==> config.mk <==
export PLATFORM = sky130hd
export DESIGN_NAME = startup_reset_sequencer
export DESIGN_NICKNAME = d
export VERILOG_FILES = /design/src/rtl/srs_pkg.sv /design/src/rtl/srs_level_qualifier.sv /design/src/rtl/srs_tick_counter.sv /design/src/rtl/srs_cause_flags.sv /design/src/rtl/startup_reset_sequencer.sv
export SDC_FILE = /design/constraint.sdc
export NUM_CORES = 1
export LEC_CHECK = 0
export BUFFER_PORTS_ARGS = -buffer_cell sky130_fd_sc_hd__buf_2
export CORE_ASPECT_RATIO = 1.4
export CORE_MARGIN = 3
export CORE_UTILIZATION = 47
export DETAILED_ROUTE_END_ITERATION = 6
export GPL_TIMING_DRIVEN = 0
export MAX_ROUTING_LAYER = met4
export PLACE_DENSITY = 0.62
export SYNTH_ARGS = -nofsm -noshare
export SYNTH_HDL_FRONTEND = slang
export SYNTH_SLANG_ARGS = --single-unit
==> constraint.sdc <==
create_clock -name clk -period 4.3 [get_ports clk]
set_input_delay 0.645 -clock clk [delete_from_list [all_inputs] [get_ports clk]]
set_output_delay 0.645 -clock clk [all_outputs]
set_load 0.1 [all_outputs]
==> src/rtl/srs_pkg.sv <==
// Package: shared state and origin encodings for the start-up reset sequencer.
// Assumes: the state code values are visible at the ports and must stay fixed.
package srs_pkg;

    typedef enum logic [2:0] {
        ST_HOLD = 3'd0,
        ST_PWRT = 3'd1,
        ST_OST  = 3'd2,
        ST_PLL  = 3'd3,
        ST_RUN  = 3'd4
    } seq_state_t;

    typedef enum logic [1:0] {
        ORG_POWER = 2'd0,
        ORG_BROWN = 2'd1,
        ORG_SOFT  = 2'd2,
        ORG_WAKE  = 2'd3
    } origin_t;

    localparam int CAUSE_W   = 4;
    localparam int CAUSE_POR = 0;
    localparam int CAUSE_BOR = 1;
    localparam int CAUSE_EXT = 2;
    localparam int CAUSE_WDT = 3;

endpackage

==> src/rtl/srs_level_qualifier.sv <==
// Level qualifier: reports a level only after it has been present for LEN
// consecutive clocks while enabled; any gap restarts the run.
// Assumes: LEN >= 1; level_in is already synchronous to clk.
module srs_level_qualifier #(
    parameter int LEN = 8
) (
    input  logic clk,
    input  logic rst_n,
    input  logic en,
    input  logic level_in,
    output logic qualified
);
    localparam int CW = $clog2(LEN + 1);
    localparam logic [CW-1:0] LIM = CW'(LEN);

    logic [CW-1:0] run_cnt;

    // Count consecutive enabled clocks of the level, saturating at the limit.
    always_ff @(posedge clk) begin
        if (!rst_n) begin
            run_cnt <= '0;
        end else if (en && level_in) begin
            if (run_cnt != LIM) begin
                run_cnt <= run_cnt + 1'b1;
            end
        end else begin
            run_cnt <= '0;
        end
    end

    // Qualified once the run has lasted the full length.
    assign qualified = (run_cnt == LIM);

    // a gap in the level removes the qualified output on the next edge.
    assert_gap_drops_R6: assert property (@(posedge clk) disable iff (!rst_n)
        !(en && level_in) |=> !qualified);

    // a qualified level that persists stays qualified.
    assert_persist_holds_R7: assert property (@(posedge clk) disable iff (!rst_n)
        (qualified && en && level_in) |=> qualified);

endmodule

==> src/rtl/srs_tick_counter.sv <==
// Stage timer: counts tick pulses while its stage is active, stops at LIMIT,
// and is cleared whenever the stage is not active.
// Assumes: LIMIT >= 1; tick is a one-clock pulse synchronous to clk.
module srs_tick_counter #(
    parameter int LIMIT = 1024
) (
    input  logic clk,
    input  logic rst_n,
    input  logic active,
    input  logic tick,
    output logic done
);
    localparam int CW = $clog2(LIMIT + 1);
    localparam logic [CW-1:0] LIM = CW'(LIMIT);

    logic [CW-1:0] tick_cnt;

    // Advance on each tick of the active stage; restart from zero when idle.
    always_ff @(posedge clk) begin
        if (!rst_n) begin
            tick_cnt <= '0;
        end else if (!active) begin
            tick_cnt <= '0;
        end else if (tick && !done) begin
            tick_cnt <= tick_cnt + 1'b1;
        end
    end

    // Stage complete once the full tick count is reached.
    assign done = (tick_cnt == LIM);

    // leaving the stage clears the timer, so a re-entry starts from zero.
    assert_idle_clears_R7: assert property (@(posedge clk) disable iff (!rst_n)
        !active |=> !done);

endmodule

==> src/rtl/srs_cause_flags.sv <==
// Cause record: sticky bits set by reset causes, cleared by a firmware pulse.
// A set in the same cycle as a clear survives.
// Assumes: reset state records a power-on cause.
module srs_cause_flags
    import srs_pkg::*;
(
    input  logic               clk,
    input  logic               rst_n,
    input  logic [CAUSE_W-1:0] set_vec,
    input  logic               clr,
    output logic [CAUSE_W-1:0] flags
);
    localparam logic [CAUSE_W-1:0] RESET_FLAGS = CAUSE_W'(1) << CAUSE_POR;

    // Hold, clear or accumulate the cause bits.
    always_ff @(posedge clk) begin
        if (!rst_n) begin
            flags <= RESET_FLAGS;
        end else begin
            flags <= (clr ? '0 : flags) | set_vec;
        end
    end

    // a clear with no new cause leaves the record empty.
    assert_clear_empties_R10: assert property (@(posedge clk) disable iff (!rst_n)
        (clr && (set_vec == '0)) |=> (flags == '0));

    // every requested cause is recorded on the next edge.
    assert_set_recorded_R10: assert property (@(posedge clk) disable iff (!rst_n)
        (set_vec != '0) |=> ((flags & $past(set_vec)) == $past(set_vec)));

endmodule

==> src/rtl/startup_reset_sequencer.sv <==
// Start-up reset sequencer: holds the core through a power-up delay,
// an oscillator settling delay and a clock-multiplier lock delay, skipping
// each by its own rule. The rules depend on the cause of the sequence.
// Event priority: power-on, brown-out, external, watchdog, wake.
// Assumes: all event, tick and comparator inputs are synchronous to clk.
module startup_reset_sequencer
    import srs_pkg::*;
#(
    parameter int PWRT_TICKS = 2048,
    parameter int OST_CYCLES = 1024,
    parameter int PLL_TICKS  = 64,
    parameter int BOR_QUAL   = 32,
    parameter int EXT_FILT   = 8
) (
    input  logic               clk,
    input  logic               rst_n,
    input  logic               por_evt,
    input  logic               supply_low,
    input  logic               bor_en,
    input  logic               ext_rst_req,
    input  logic               wdt_evt,
    input  logic               wake_evt,
    input  logic [2:0]         osc_mode,
    input  logic               pwrt_en,
    input  logic               pll_en,
    input  logic               rc_tick,
    input  logic               osc_tick,
    input  logic               flag_clr,
    output logic               core_hold,
    output logic [2:0]         seq_state,
    output logic [CAUSE_W-1:0] cause_flags
);

    seq_state_t state_q, state_d;
    origin_t    origin_q, origin_d;
    logic [CAUSE_W-1:0] cause_set;
    logic bor_hold, ext_hold;
    logic pwrt_done, ost_done, pll_done;
    logic xtal_mode;

    assign xtal_mode = ~osc_mode[2];

    // Brown-out must persist for the qualifying time before it acts.
    srs_level_qualifier #(.LEN(BOR_QUAL)) u_bor_qual (
        .clk(clk), .rst_n(rst_n), .en(bor_en),
        .level_in(supply_low), .qualified(bor_hold)
    );

    // External request width filter.
    srs_level_qualifier #(.LEN(EXT_FILT)) u_ext_filt (
        .clk(clk), .rst_n(rst_n), .en(1'b1),
        .level_in(ext_rst_req), .qualified(ext_hold)
    );

    // Power-up delay on RC ticks.
    srs_tick_counter #(.LIMIT(PWRT_TICKS)) u_pwrt_cnt (
        .clk(clk), .rst_n(rst_n), .active(state_q == ST_PWRT),
        .tick(rc_tick), .done(pwrt_done)
    );

    // Oscillator settling delay on external oscillator cycles.
    srs_tick_counter #(.LIMIT(OST_CYCLES)) u_ost_cnt (
        .clk(clk), .rst_n(rst_n), .active(state_q == ST_OST),
        .tick(osc_tick), .done(ost_done)
    );

    // Clock-multiplier lock delay on RC ticks.
    srs_tick_counter #(.LIMIT(PLL_TICKS)) u_pll_cnt (
        .clk(clk), .rst_n(rst_n), .active(state_q == ST_PLL),
        .tick(rc_tick), .done(pll_done)
    );

    // Stage that follows the oscillator stage.
    function automatic seq_state_t after_osc(input logic pll_on);
        return pll_on ? ST_PLL : ST_RUN;
    endfunction

    // Stage that follows the power-up stage for a given origin.
    function automatic seq_state_t after_pwrt(input origin_t org, input logic xtal,
                                              input logic pll_on);
        if (xtal && (org == ORG_POWER || org == ORG_WAKE)) return ST_OST;
        return after_osc(pll_on);
    endfunction

    // First stage entered when leaving hold.
    function automatic seq_state_t first_stage(input origin_t org, input logic pwrt_on,
                                               input logic xtal, input logic pll_on);
        if (org == ORG_SOFT) return ST_RUN;
        if (pwrt_on && org != ORG_WAKE) return ST_PWRT;
        return after_pwrt(org, xtal, pll_on);
    endfunction

    // Next-state, origin and cause selection, in event priority order.
    always_comb begin
        state_d   = state_q;
        origin_d  = origin_q;
        cause_set = '0;
        if (por_evt) begin
            state_d = ST_HOLD;
            origin_d = ORG_POWER;
            cause_set[CAUSE_POR] = 1'b1;
        end else if (bor_hold) begin
            state_d = ST_HOLD;
            origin_d = ORG_BROWN;
            cause_set[CAUSE_BOR] = 1'b1;
        end else if (ext_hold) begin
            state_d = ST_HOLD;
            origin_d = ORG_SOFT;
            cause_set[CAUSE_EXT] = 1'b1;
        end else if (wdt_evt) begin
            state_d = ST_HOLD;
            origin_d = ORG_SOFT;
            cause_set[CAUSE_WDT] = 1'b1;
        end else if (wake_evt && state_q == ST_RUN) begin
            origin_d = ORG_WAKE;
            state_d = after_pwrt(ORG_WAKE, xtal_mode, pll_en);
        end else begin
            unique case (state_q)
                ST_HOLD: state_d = first_stage(origin_q, pwrt_en, xtal_mode, pll_en);
                ST_PWRT: if (pwrt_done) state_d = after_pwrt(origin_q, xtal_mode, pll_en);
                ST_OST:  if (ost_done)  state_d = after_osc(pll_en);
                ST_PLL:  if (pll_done)  state_d = ST_RUN;
                ST_RUN:  state_d = ST_RUN;
                default: state_d = ST_HOLD;
            endcase
        end
    end

    // Sequencer state and origin registers.
    always_ff @(posedge clk) begin
        if (!rst_n) begin
            state_q  <= ST_HOLD;
            origin_q <= ORG_POWER;
        end else begin
            state_q  <= state_d;
            origin_q <= origin_d;
        end
    end

    // Sticky record of reset causes.
    srs_cause_flags u_causes (
        .clk(clk), .rst_n(rst_n), .set_vec(cause_set),
        .clr(flag_clr), .flags(cause_flags)
    );

    assign core_hold = (state_q != ST_RUN);
    assign seq_state = state_q;

    // the power-up stage is left for a later stage only after its full count.
    assert_pwrt_complete_R2: assert property (@(posedge clk) disable iff (!rst_n)
        ($past(state_q == ST_PWRT) && state_q != ST_PWRT && state_q != ST_HOLD)
        |-> $past(pwrt_done));

    // the oscillator stage is left for a later stage only after its full count.
    assert_ost_complete_R4: assert property (@(posedge clk) disable iff (!rst_n)
        ($past(state_q == ST_OST) && state_q != ST_OST && state_q != ST_HOLD)
        |-> $past(ost_done));

    // the lock stage is left for run only after its full count.
    assert_pll_complete_R5: assert property (@(posedge clk) disable iff (!rst_n)
        ($past(state_q == ST_PLL) && state_q == ST_RUN) |-> $past(pll_done));

    // a qualified brown-out holds the core on the next edge.
    assert_brownout_holds_R6: assert property (@(posedge clk) disable iff (!rst_n)
        bor_hold |=> (state_q == ST_HOLD));

    // a filtered external request holds the core on the next edge.
    assert_ext_holds_R8: assert property (@(posedge clk) disable iff (!rst_n)
        ext_hold |=> (state_q == ST_HOLD));

    // power-on wins and records a power-on origin.
    assert_por_priority_R11: assert property (@(posedge clk) disable iff (!rst_n)
        por_evt |=> (state_q == ST_HOLD && origin_q == ORG_POWER));

    // a wake from run never enters the power-up stage.
    assert_wake_skips_pwrt_R3: assert property (@(posedge clk) disable iff (!rst_n)
        (state_q == ST_RUN && wake_evt && !por_evt && !bor_hold && !ext_hold && !wdt_evt)
        |=> (state_q != ST_PWRT));

endmodule

==> impl_metrics.yaml, run 1 <==
place:
  gp_congestion: 0.8748
  portBuffers: 20
  dp.cells: 355
  dp_hpwl_microns: 3304
  pre_cts_ws_ns: 2.358
global_route:
  met2_usage_pct: 26.93
  grt_use_total_pct: 16.86
  grt_pass1_vias: 1842
  grt_max_degree: 15
  antenna_found_initial: 0
  grt-busiest-layer: "met2"
  grt_pass1_wl_microns: 7831
  globalRouteMet3Util_pct: 3.362
  grt_overflow: 0
  grt_util_met1_pct: 19.94
critical_path:
  critical_path.max_stage_delay_ns: 0.48
  reg2reg_from: "u_pll_cnt.tick_cnt[0]$_SDFFE_PN0P_"
  path_cells: "nor2_1, nand2_1, buf_2"
  slowest_stage: "dfxtp_1"
  criticalPathCategory: "flip-flop to output pin"
  r2r_slack_ns: 2.54
  cp.arrival_ns: 1.38
  critPathCaptureType: "output pin"
  rr_endpoint: "seq_state[2]$_SDFFE_PP0P_"
  r2r_cells: 7
  cp.required_ns: 3.65
  critPathLaunchType: "flip-flop"
  worstPathMaxFanout: 8
cts:
  cts_tree: "built"
  cts_resized: 0
  postCtsSetupBuffers: 0
  clk_pin_slew_ns: 0.08
  cts_buffers: 5
  clock-root-buffer: "clkbuf_8"
  hold_buffers: 0
  clock_latency_ns: 0.29
  clk_path_buf_depth: 2
  cts_num_sinks: 49
  htreeDepth: 2
worst_hold_path:
  hold-path-endpoint: "u_causes.flags[0]$_SDFF_PN1_"
  min_from: "u_causes.flags[0]$_SDFF_PN1_"
  hold_path_class: "flip-flop to flip-flop"
  whs_path_depth: 1
yosys:
  synth_xor_area_share_pct: 11.66
  yosysSeqAreaShare_pct: 40.81
  synthCells: 271
  async_flop_share_pct: 0
  yosys.area_share.simple_pct: 27.64
  synthDistinctLibCells: 49
  syn_nets: 299
  synth-adder-area-share_pct: 6.247
  syn-cell-area_sq_mm: 0.002404
  synth_top_family_by_area: "simple AND/OR/NAND/NOR gates"
  ys.flop_type: "dfxtp_1"
  syn_area_per_cell_sq_um: 8.869
  synth.yosys.warnings: 0
  synthMuxAreaShare_pct: 0.8329
  synth_edf_count: 0
  synth-compound-area-share_pct: 9.110
  synth_seq_cells: 49
sta:
  drv_slew: 0
  finalHoldViolations: 0
  finalSetupTns_ns: 0
  rsz0062_at_grt: "false"
  fmax_ghz: 0.4943
  relSlewSlack_pct: 57.66
  final.setup.worst_slack_ns: 2.277
  worstMarginPinSlew_ns: 0.6302
  setup_viol: 0
  post-route-min-period_ns: 2.023
  skew_ns: 0.006454
  holdWs_ns: 0.4670
  finalCritPeriodShare_pct: 47.05
die:
  die_width_microns: 66.44
  rows: 30
  dieArea_sq_mm: 0.006020
  core-area_sq_mm: 0.004880
  initial_core_util_pct: 49.26
  die_y_microns: 90.62
  ios: 24
cells_and_area:
  fillCellCount: 475
  diodes: 0
  layout.nets: 326
  drive_above_1_share_pct: 12.71
  fin_cells: 363
  area_growth_pct: 10.98
routing:
  wl_microns: 4384
  num_vias: 1927
  first_pass_iters: 5
  wl_per_cell_microns: 12.08
  first_iter_violations: 64
  final_antenna_net_count: 0
  route.detailed.drc: 0
  vias_per_cell: 5.309
pwr:
  vdd_drop_max_mv: 0.2148
  leakage_uw: 0.0009668
  p_total_uw: 786.7
  p_per_area_mw_per_mm2: 294.9
run:
  maxCapViolCount: 0
outcome:
  outcome: "completed"
[logic make-up after synthesis]
kind of cell,after synthesis
multiplexers,2
AND/OR/NAND/NOR,125
adder cells (fa/ha/maj),12
XOR/XNOR,32
AO/OA/AOI/OAI,30
flip-flops,49
buffers and inverters,21
[routing by layer]
layer / vias to the layer above / wire length, microns
li1: 986 / -
met5: - / 0
met3: 8 / 155
met4: 0 / 77
met2: 42 / 2159
met1: 891 / 1992
[synthesized netlist by cell type (2+ instances only)]
cell type | n | area share [%]
a21oi_1 | 7 | 1.5
a22o_1 | 2 | 0.73
a311oi_1 | 2 | 0.73
and2_1 | 2 | 0.52
and3_1 | 4 | 1.0
and4_1 | 2 | 0.73
buf_2 | 2 | 0.42
clkbuf_1 | 3 | 0.47
dfxtp_1 | 49 | 41
ha_1 | 12 | 6.2
inv_1 | 15 | 2.3
mux2i_1 | 2 | 0.83
nand2_1 | 20 | 3.1
nand2b_1 | 5 | 1.3
nand3_1 | 17 | 3.5
nand4_1 | 9 | 2.3
nand4b_1 | 2 | 0.73
nor2_1 | 43 | 6.7
nor2b_1 | 4 | 1.0
nor3_1 | 3 | 0.62
nor4_2 | 2 | 1.0
o21ai_0 | 5 | 1.0
or3_1 | 3 | 0.78
xnor2_1 | 11 | 4.0
xor2_1 | 21 | 7.7
[registers in the layout, summed over array words and instances, names as in the netlist]
signal and cells:
seq_state 3, u_ost_cnt.tick_cnt 11, u_pwrt_cnt.tick_cnt 12, u_ext_filt.run_cnt 4, u_bor_qual.run_cnt 6, u_pll_cnt.tick_cnt 7
origin_q 2, u_causes.flags 4
[power breakdown]
group | switching (uW) | internal [uW]
sequential | 3.57 | 457
combinational | 42.3 | 22.1
clock | 146 | 115
[area by class of cell]
type / count / area (sq um) / share of cell area, %
Multi-Input combinational cell: 201 / 1334 / 50.00
Clock inverter: 1 / 7.507 / 0.2814
Timing Repair Buffer: 20 / 100.1 / 3.752
Tap cell: 64 / 80.08 / 3.002
Sequential cell: 49 / 980.9 / 36.77
Inverter: 15 / 56.30 / 2.111
Clock buffer: 7 / 76.32 / 2.861
Buffer: 6 / 32.53 / 1.220
[worst max-delay path, delay by kind of cell, from the launching register on]
kind	cells	cell delay (ns)
simple gates	2	0.18
flops	1	0.48
buf+inv	1	0.42
[worst max path at each step]
stage / slack (ns) / end / from / cells past startpoint
final: 2.28 / core_hold / seq_state[1]$_SDFFE_PP0P_ / 3
after global routing: 2.18 / core_hold / seq_state[1]$_SDFFE_PP0P_ / 3
after CTS: 2.24 / core_hold / seq_state[1]$_SDFFE_PP0P_ / 3
after detailed placement: 2.36 / u_pwrt_cnt.tick_cnt[9]$_SDFFE_PN0P_ / rc_tick / 6
after global placement: 2.37 / u_pwrt_cnt.tick_cnt[9]$_SDFFE_PN0P_ / rc_tick / 6
after floorplan: 1.81 / core_hold / seq_state[1]$_SDFFE_PP0P_ / 2
[metrics by stage]
step / cell area, sq um / util (%)
finish: 2668 / 54.67
global route: 2668 / 54.67
CTS: 2668 / 54.67
detailed placement: 2584 / 52.95
floorplan: 2404 / -
global placement: 2584 / 52.95
[cell usage in the layout (no fill, tap or decap), drive strengths merged, types with 3 or more instances in the layout]
master	synthesis	layout
ha	12	12
xnor2	11	11
a21oi	8	8
xor2	21	21
or3	3	3
nor2b	4	4
nand3	17	17
nor2	43	43
nand4b	3	3
nand2b	5	5
o21ai	6	6
nand4	9	9
clkbuf	3	10
inv	15	15
nor3	3	3
dfxtp	49	49
nand2	20	20
buf	3	23
and3	6	6
(Power assumes the default switching activity.)
==> run 2, diff against run 1 <==
ABC_AREA = 1   (was unset)
PLACE_DENSITY = 0.61   (was 0.62)
clock period = 2 ns   (was 4.3 ns; I/O delays follow)
==> impl_metrics.yaml, run 2 <==
outcome:
  outcome: "completed"
die:
  core-area_sq_mm: 0.005645
  die_y_microns: 97.58
  initial_core_util_pct: 49.87
  ios: 24
  die_width_microns: 71.41
  rows: 32
  dieArea_sq_mm: 0.006968
sta:
  rsz0062_at_grt: "false"
  post-route-min-period_ns: 1.607
  fmax_ghz: 0.6224
  relSlewSlack_pct: 66.93
  finalCritPeriodShare_pct: 80.34
  final.setup.worst_slack_ns: 0.3932
  finalHoldViolations: 0
  drv_slew: 0
  setup_viol: 0
  worstMarginPinSlew_ns: 0.4996
  skew_ns: 0.006871
  finalSetupTns_ns: 0
routing:
  route.detailed.drc: 0
  num_vias: 2497
  first_iter_violations: 62
  wl_microns: 5729
  wl_per_cell_microns: 11.41
  vias_per_cell: 4.974
  final_antenna_net_count: 0
  first_pass_iters: 4
yosys:
  synth_xor_area_share_pct: 5.600
  yosys.area_share.simple_pct: 33.91
  synth-adder-area-share_pct: 5.333
  synth_top_cell_by_area: "dfxtp_1"
  synth_top_area_share_pct: 34.84
  yosysSeqAreaShare_pct: 34.84
  ys.flop_type: "dfxtp_1"
  syn_area_per_cell_sq_um: 6.934
  synth_area_leaders: "dfxtp_1 35%, nand2_1 16%, inv_1 7.1%, ha_1 5.3%, nor2_1 5.2%"
  synth_edf_count: 0
  syn_nets: 434
  synth_top_family_by_area: "simple AND/OR/NAND/NOR gates"
  syn-cell-area_sq_mm: 0.002815
  synthMuxAreaShare_pct: 0
  synth.top_cells.by_count: "117 x nand2_1, 53 x inv_1, 49 x dfxtp_1, 39 x nor2_1, 23 x nand3_1"
  synth-compound-area-share_pct: 11.20
  synth_seq_cells: 49
  synth.yosys.warnings: 0
  synthCells: 406
  async_flop_share_pct: 0
  synthDistinctLibCells: 34
  yosysMostFrequentCell: "nand2_1"
cts:
  cts_resized: 0
  htreeDepth: 2
  cts_num_sinks: 49
  cts_tree: "built"
  clock-root-buffer: "clkbuf_8"
  cts_buffers: 5
  postCtsSetupBuffers: 0
  hold_buffers: 0
  clock_latency_ns: 0.30
  clk_pin_slew_ns: 0.09
  clk_path_buf_depth: 2
global_route:
  grt_pass1_wl_microns: 10280
  grt_pass1_vias: 2383
  met2_usage_pct: 32.51
  grt_util_met1_pct: 20.31
  grt_max_degree: 15
  grt-busiest-layer: "met2"
  grt_use_total_pct: 18.23
  antenna_found_initial: 0
  globalRouteMet3Util_pct: 3.416
  grt_overflow: 0
place:
  pre_cts_ws_ns: 0.4923
  dp_hpwl_microns: 4467
  portBuffers: 21
  gp_congestion: 0.8598
worst_hold_path:
  hold_path_class: "input pin to flip-flop"
  hold-path-endpoint: "u_causes.flags[0]$_SDFF_PN1_"
  min_from: "flag_clr"
  whs_path_depth: 2
critical_path:
  r2r_slack_ns: 0.46
  rr_endpoint: "u_pwrt_cnt.tick_cnt[3]$_SDFFE_PN0P_"
  critPathLaunchType: "flip-flop"
  cp.required_ns: 1.70
  cp.arrival_ns: 1.31
  reg2reg_from: "u_pwrt_cnt.tick_cnt[0]$_SDFFE_PN0P_"
  criticalPathCategory: "flip-flop to output pin"
  critical_path.max_stage_delay_ns: 0.47
  path_cells: "nor2_4, nand2_2, buf_2"
  slowest_stage: "dfxtp_1"
  critPathCaptureType: "output pin"
  r2r_cells: 10
  worstPathMaxFanout: 5
cells_and_area:
  largest_register_ffs: 12
  diodes: 0
  area_growth_pct: 10.58
  reg.largest.list: "u_pwrt_cnt.tick_cnt: 12 flops, u_ost_cnt.tick_cnt: 11 flops, u_pll_cnt.tick_cnt: 7 flops"
  max_flop_register: "u_pwrt_cnt.tick_cnt"
  layout.nets: 462
  mostFrequentLayoutCell: "nand2_1"
  layout_common_cells: "116 x nand2_1, 53 x inv_1, 48 x dfxtp_1"
  drive_above_1_share_pct: 16.13
pwr:
  p_per_area_mw_per_mm2: 593.0
  leakage_uw: 0.001220
  vdd_drop_max_mv: 0.4074
run:
  maxCapViolCount: 0
-- run 2: cell types whose count changed after synthesis, moves of 5 or more --
cell,change
a21oi_1,+14
a21oi_2,+10
inv_1,+38
inv_2,+5
nand2_1,+97
nand2b_1,-5
nand3_1,+6
nor2_2,+6
xnor2_1,-6
xor2_1,-8
-- run 2: kinds of logic (layout without fill, tap and decap cells) --
logic type | count (synthesis) | in the layout
AND/OR/NAND/NOR | 215 | 215
buffers and inverters | 61 | 89
AO/OA/AOI/OAI | 51 | 51
flip-flops | 49 | 49
XOR/XNOR | 18 | 18
adder cells (fa/ha/maj) | 12 | 12
-- run 2: per-layer routing --
| metal | up-vias | part of all wire (%) | routed length, microns |
|---|---|---|---|
| li1 | 1337 | - | - |
| met1 | 1132 | 43 | 2488 |
| met5 | - | 0 | 0 |
| met3 | 7 | 2.0 | 115 |
| met4 | 0 | 1.1 | 63 |
| met2 | 21 | 53 | 3060 |
-- run 2: final cells by class --
type,instances,area (sq um)
fillers,584,2532
multi-input cells,296,1580
flip-flops and latches,49,982.2
inverters,58,217.7
repair buffers,21,105.1
well taps,68,85.08
clock buffers,5,68.82
plain buffers,3,38.79
clock inverters,2,35.03
-- run 2: metrics by stage --
step | std cells | hold slack, ns | utilization [%] | total power [uW] | instance area (sq um)
2_1_floorplan | 406 | 0.4128 | - | 1139 | 2819
3_3_place_gp | 495 | 0.4376 | 53.30 | 1185 | 3009
3_5_place_dp | 495 | 0.4416 | 53.30 | 1186 | 3009
4_1_cts | 502 | 0.1947 | 55.14 | 1880 | 3113
5_1_grt | 502 | 0.2166 | 55.14 | 1940 | 3113
6_report | 502 | 0.2066 | 55.14 | 1846 | 3113
-- run 2: critical path: cells and delay by family (launching register included) --
family,cells,cell delay [ns]
buf+inv,1,0.41
flops,1,0.47
simple gates,2,0.12
-- run 2: worst max path at each step --
stage	start	to	slack, ns
after floorplan	seq_state[2]$_SDFFE_PP0P_	seq_state[0]$_SDFFE_PP0P_	0.11
after global placement	u_pwrt_cnt.tick_cnt[0]$_SDFFE_PN0P_	u_pwrt_cnt.tick_cnt[9]$_SDFFE_PN0P_	0.51
after detailed placement	u_pwrt_cnt.tick_cnt[0]$_SDFFE_PN0P_	u_pwrt_cnt.tick_cnt[3]$_SDFFE_PN0P_	0.49
after CTS	seq_state[1]$_SDFFE_PP0P_	core_hold	0.38
after global routing	u_pwrt_cnt.tick_cnt[0]$_SDFFE_PN0P_	u_pwrt_cnt.tick_cnt[7]$_SDFFE_PN0P_	0.30
final	seq_state[1]$_SDFFE_PP0P_	core_hold	0.39
-- run 2: power by group --
part / switching [uW] / total, uW / leakage, uW / internal (uW)
combinational: 116 / 167 / 0.000769 / 50.8
clock: 321 / 685 / 0.0000540 / 364
sequential: 9.63 / 994 / 0.000396 / 984
total: 447 / 1850 / 0.00122 / 1400
